$ cat config.mk
export PLATFORM = sky130hd
export DESIGN_NAME = pipe_ctrl
export DESIGN_NICKNAME = d
export VERILOG_FILES = /design/src/rtl/ctrl_pkg.sv /design/src/rtl/ctrl_decode.sv /design/src/rtl/ctrl_hazard.sv /design/src/rtl/ctrl_stage_regs.sv /design/src/rtl/pipe_ctrl.sv
export SDC_FILE = /design/constraint.sdc
export NUM_CORES = 1
export LEC_CHECK = 0
export BUFFER_PORTS_ARGS = -buffer_cell sky130_fd_sc_hd__buf_2
export CORE_MARGIN = 1.5
export CORE_UTILIZATION = 41
export DETAILED_ROUTE_END_ITERATION = 8
export PLACE_DENSITY_LB_ADDON = 0.25
export SLEW_MARGIN = 20
export SYNTH_ARGS = -nofsm -noshare
export SYNTH_HDL_FRONTEND = slang
export SYNTH_SLANG_ARGS = --single-unit
$ cat constraint.sdc
create_clock -name clk -period 3.1 [get_ports clk]
set_input_delay 0.31 -clock clk [delete_from_list [all_inputs] [get_ports clk]]
set_output_delay 0.31 -clock clk [all_outputs]
set_load 0.1 [all_outputs]
$ cat src/rtl/ctrl_pkg.sv
package ctrl_pkg;
  localparam int OP_W = 6;

  localparam logic [OP_W-1:0] OP_RTYPE = 6'h00;
  localparam logic [OP_W-1:0] OP_LOAD  = 6'h23;
  localparam logic [OP_W-1:0] OP_STORE = 6'h2B;
  localparam logic [OP_W-1:0] OP_BEQ   = 6'h04;

  typedef struct packed {
    logic       regDst;
    logic       aluSrc;
    logic [1:0] aluOp;
  } exCtrl_t;

  typedef struct packed {
    logic branch;
    logic memRead;
    logic memWrite;
  } memCtrl_t;

  typedef struct packed {
    logic memToReg;
    logic regWrite;
  } wbCtrl_t;

  typedef struct packed {
    exCtrl_t  ex;
    memCtrl_t mem;
    wbCtrl_t  wb;
  } ctrlBundle_t;

  typedef enum logic [1:0] {
    PC_SEQ    = 2'b00,
    PC_BRANCH = 2'b01,
    PC_EXC    = 2'b10
  } pcSel_e;

  typedef struct packed {
    logic   bubbleId;
    logic   flushIf;
    logic   flushId;
    logic   flushEx;
    pcSel_e pcSel;
  } strobe_t;
endpackage

$ cat src/rtl/ctrl_decode.sv
module ctrl_decode
  import ctrl_pkg::*;
(
  input  logic [OP_W-1:0] opcode,
  output ctrlBundle_t     bundle
);
  always_comb begin
    bundle = '0;
    unique case (opcode)
      OP_RTYPE: begin
        bundle.ex.regDst   = 1'b1;
        bundle.ex.aluOp    = 2'b10;
        bundle.wb.regWrite = 1'b1;
      end
      OP_LOAD: begin
        bundle.ex.aluSrc    = 1'b1;
        bundle.mem.memRead  = 1'b1;
        bundle.wb.memToReg  = 1'b1;
        bundle.wb.regWrite  = 1'b1;
      end
      OP_STORE: begin
        bundle.ex.aluSrc    = 1'b1;
        bundle.mem.memWrite = 1'b1;
      end
      OP_BEQ: begin
        bundle.ex.aluOp     = 2'b01;
        bundle.mem.branch   = 1'b1;
      end
      default: bundle = '0;
    endcase
  end
endmodule

$ cat src/rtl/ctrl_hazard.sv
module ctrl_hazard
  import ctrl_pkg::*;
(
  input  logic    stall,
  input  logic    branchTaken,
  input  logic    overflow,
  output strobe_t strobe
);
  always_comb begin
    strobe.bubbleId = stall;
    strobe.flushIf  = branchTaken | overflow;
    strobe.flushId  = branchTaken | overflow;
    strobe.flushEx  = overflow;
    if (overflow)         strobe.pcSel = PC_EXC;
    else if (branchTaken) strobe.pcSel = PC_BRANCH;
    else                  strobe.pcSel = PC_SEQ;
  end
endmodule

$ cat src/rtl/ctrl_stage_regs.sv
module ctrl_stage_regs
  import ctrl_pkg::*;
(
  input  logic        clk,
  input  logic        rst,
  input  ctrlBundle_t decoded,
  input  strobe_t     strobe,
  output exCtrl_t     exOut,
  output memCtrl_t    memOut,
  output wbCtrl_t     wbOut
);
  ctrlBundle_t idEx;
  memCtrl_t    exMemM;
  wbCtrl_t     exMemW;
  wbCtrl_t     memWb;

  always_ff @(posedge clk) begin
    if (rst || strobe.bubbleId || strobe.flushId) idEx <= '0;
    else                                          idEx <= decoded;
  end

  always_ff @(posedge clk) begin
    if (rst || strobe.flushEx) begin
      exMemM <= '0;
      exMemW <= '0;
    end else begin
      exMemM <= idEx.mem;
      exMemW <= idEx.wb;
    end
  end

  always_ff @(posedge clk) begin
    if (rst) memWb <= '0;
    else     memWb <= exMemW;
  end

  assign exOut  = idEx.ex;
  assign memOut = exMemM;
  assign wbOut  = memWb;
endmodule

$ cat src/rtl/pipe_ctrl.sv
module pipe_ctrl
  import ctrl_pkg::*;
#(
  parameter int          PC_W       = 32,
  parameter logic [PC_W-1:0] EXC_VECTOR = 32'h8000_0180
) (
  input  logic            clk,
  input  logic            rst,
  input  logic [OP_W-1:0] opcode,
  input  logic            stall,
  input  logic            branchTaken,
  input  logic            overflow,
  output logic            exRegDst,
  output logic            exAluSrc,
  output logic [1:0]      exAluOp,
  output logic            memBranch,
  output logic            memRead,
  output logic            memWrite,
  output logic            wbMemToReg,
  output logic            wbRegWrite,
  output logic            ifFlush,
  output logic            idFlush,
  output logic            exFlush,
  output logic [1:0]      pcSel,
  output logic [PC_W-1:0] excTarget
);
  ctrlBundle_t decoded;
  strobe_t     strobe;
  exCtrl_t     exOut;
  memCtrl_t    memOut;
  wbCtrl_t     wbOut;

  ctrl_decode dec_i (.opcode(opcode), .bundle(decoded));

  ctrl_hazard haz_i (
    .stall(stall), .branchTaken(branchTaken), .overflow(overflow), .strobe(strobe)
  );

  ctrl_stage_regs regs_i (
    .clk(clk), .rst(rst), .decoded(decoded), .strobe(strobe),
    .exOut(exOut), .memOut(memOut), .wbOut(wbOut)
  );

  assign exRegDst   = exOut.regDst;
  assign exAluSrc   = exOut.aluSrc;
  assign exAluOp    = exOut.aluOp;
  assign memBranch  = memOut.branch;
  assign memRead    = memOut.memRead;
  assign memWrite   = memOut.memWrite;
  assign wbMemToReg = wbOut.memToReg;
  assign wbRegWrite = wbOut.regWrite;
  assign ifFlush    = strobe.flushIf;
  assign idFlush    = strobe.flushId;
  assign exFlush    = strobe.flushEx;
  assign pcSel      = strobe.pcSel;
  assign excTarget  = EXC_VECTOR;
endmodule

==> out/qor.yml <==
status: "complete, no violations"
internal-power_w: 0.0002269
drt-wirelength-per-cell_um: 8.143
slew_viol_final: 0
area_growth_syn_to_layout_pct: 0.1751
die_area_um2: 2002
cts_sinks: 13
finalSetupViolCount: 0
ys_warn_count: 0
holdWs_ns: 0.2480
leakage_nw: 0.3738
path_max_fanout: 7
cp_common_cell: "buf_2"
ys_seq_area_frac: 0.3643
pwr-share-comb: 0.449
ctsHtreeMaxLevel: 1
maxCapViolations: 0
finClkSkew_ns: 0.0004387
cts_buffer_depth: 2
critPathMaxStageDelay_ns: 0.41
syn_inst: 75
cp.required_ns: 2.79
gp_congestion: 0.7283
die_w_um: 44.75
fin_nets: 108
ys_ff_latch: 13
synth_cell_types: 18
highest_layer: "met3"
route.met3.wl_um: 111
hold_class: "input pin to flop"
cts_resized: 0
most-common-layout-cells: "32 x conb_1, 24 x buf_2, 13 x dfxtp_1, 4 x and2_1"
routed_wirelength_um: 912
drt_iter0_drc: 3
start_kind: "input pin"
grt_pass1_wl_um: 1235
wl_met2_um: 444
end_kind: "output pin"
seqPwrFrac: 0.347
cp_cell_sequence: "buf_2, and2b_1, buf_2"
min_period_over_period: 0.4333
drc: 0
start_util: 0.4532
netlist_area_um2: 714.4
cts_tree: "done"
antenna_found_initial: 0
grt_usage: 0.09091
fin_ws_ns: 1.757
clkLatencyLatePin_ns: 0.26
p_sw_w: 0.0002539
rsz0062_at_grt: "no"
hold_viol: 0
firstDrtPassIters: 4
nFillCells: 156
cts_setup_buffers: 0
cp.arrival_ns: 1.03
powerDensity_nw_per_um2: 671.9
avgSynthCellArea_um2: 9.526
crit_path_top_delay_cell: "buf_2"
std_cell_rows: 14
grt_pass1_vias: 304
fin_tns_setup_ns: 0
clock_power_share: 0.204
n_antenna_cell: 0
port_buffers: 24
clockRootBuffer: "clkbuf_4"
ios: 57
viasPerCell: 4.000
period_minus_slack_ns: 1.343
core_area_um2: 1577
overflow: 0
path_clk_slew_ns: 0.07
sw_frac_of_total: 0.5281
dp_hpwl_um: 759
vdd_ir_drop_max_mv: 0.2563
synth_top_cell_area_share: 0.3888
drive_above_1_share: 0.3229
m1WireLength_um: 356
synth_top_area_cell: "buf_4"
criticalPathCategory: "input pin to output pin"
synth_area_leaders: "buf_4 39%, dfxtp_1 36%, a2111oi_4 3.9%"
grt_max_degree: 8
die_h_um: 44.75
num_vias: 448
place_ws_ns: 1.647
cts_inserted_buffers: 3
ctsHoldBuffers: 0
fmax_mhz: 744.4
route.antenna.remaining_nets: 0
final_common_cell: "conb_1"
path summary, 6_finish.rpt:
kind / slack, ns / depth (start not counted) / endpoint / start
worst max register to register: 2.56 / 1 / regs_i.memOut[2] / regs_i.idEx[4]
worst max-delay path: 1.76 / 3 / pcSel[0] / overflow
worst min register to register: 0.43 / 1 / regs_i.memOut[0] / regs_i.idEx[2]
worst min-delay path: 0.25 / 2 / regs_i.exOut[2] / stall
synthesized netlist by cell type, drive strengths merged:
cell type and instances:
buf 37, nor2 1, and2 4, nand4b 1, nor4 3, nor3 2
or3 1, a2111oi 1, or4 2, inv 1, conb 2, nor4b 1
nand3 1, dfxtp 13, and2b 1, nor2b 2, or2 2
logic make-up (layout without fill, tap and decap cells):
group | Yosys count | count (layout) | share of synthesized area
AO/OA/AOI/OAI | 1 | 1 | 0.03853
buffers and inverters | 38 | 29 | 0.3940
flip-flops | 13 | 13 | 0.3643
other | 2 | 32 | 0.01051
AND/OR/NAND/NOR | 21 | 21 | 0.1926
per-layer routing:
layer | up-vias | global-route usage
li1 | 223 | -
met1 | 190 | 0.08168
met2 | 35 | 0.1565
met3 | 0 | 0.02800
met4 | 0 | 0.09091
met5 | - | 0
registers in the layout, indices dropped and copies added, names as in the netlist:
register and cells:
regs_i.exMemW 2, regs_i.exOut 3, regs_i.idEx 4, regs_i.memOut 2, regs_i.wbOut 2
worst max-delay path, delay by kind of cell:
kind / cells / cell delay, ns
buffers and inverters: 2 / 0.54
and+or+nand+nor: 1 / 0.18
per-stage QoR:
step	util	instances	cell area, µm²	power [W]
6_report	0.4540	112	715.7	0.0004808
5_1_grt	0.4540	112	715.7	0.0004947
4_1_cts	0.4540	112	715.7	0.0004833
3_5_place_dp	0.4373	108	689.4	0.0003859
3_3_place_gp	0.4373	108	689.4	0.0003856
2_1_floorplan	-	105	827.0	0.0004064
area by class of cell:
cell class / count / area (µm²) / area share
inverter: 1 / 3.754 / 0.005245
clock buffer: 4 / 26.28 / 0.03671
multi-input combinational: 54 / 285.3 / 0.3986
timing repair buffer: 24 / 120.1 / 0.1678
sequential: 13 / 260.3 / 0.3636
tap: 16 / 20.02 / 0.02797
power groups by stage:
stage,clock [W],combinational (W),sequential [W]
2_1_floorplan,0,0.000235,0.000171
3_3_place_gp,0,0.000215,0.000171
3_5_place_dp,0,0.000215,0.000171
4_1_cts,0.000101,0.000215,0.000167
5_1_grt,0.000107,0.000220,0.000167
6_report,0.0000979,0.000216,0.000167
No activity file was read; power rests on OpenSTA's default activity.
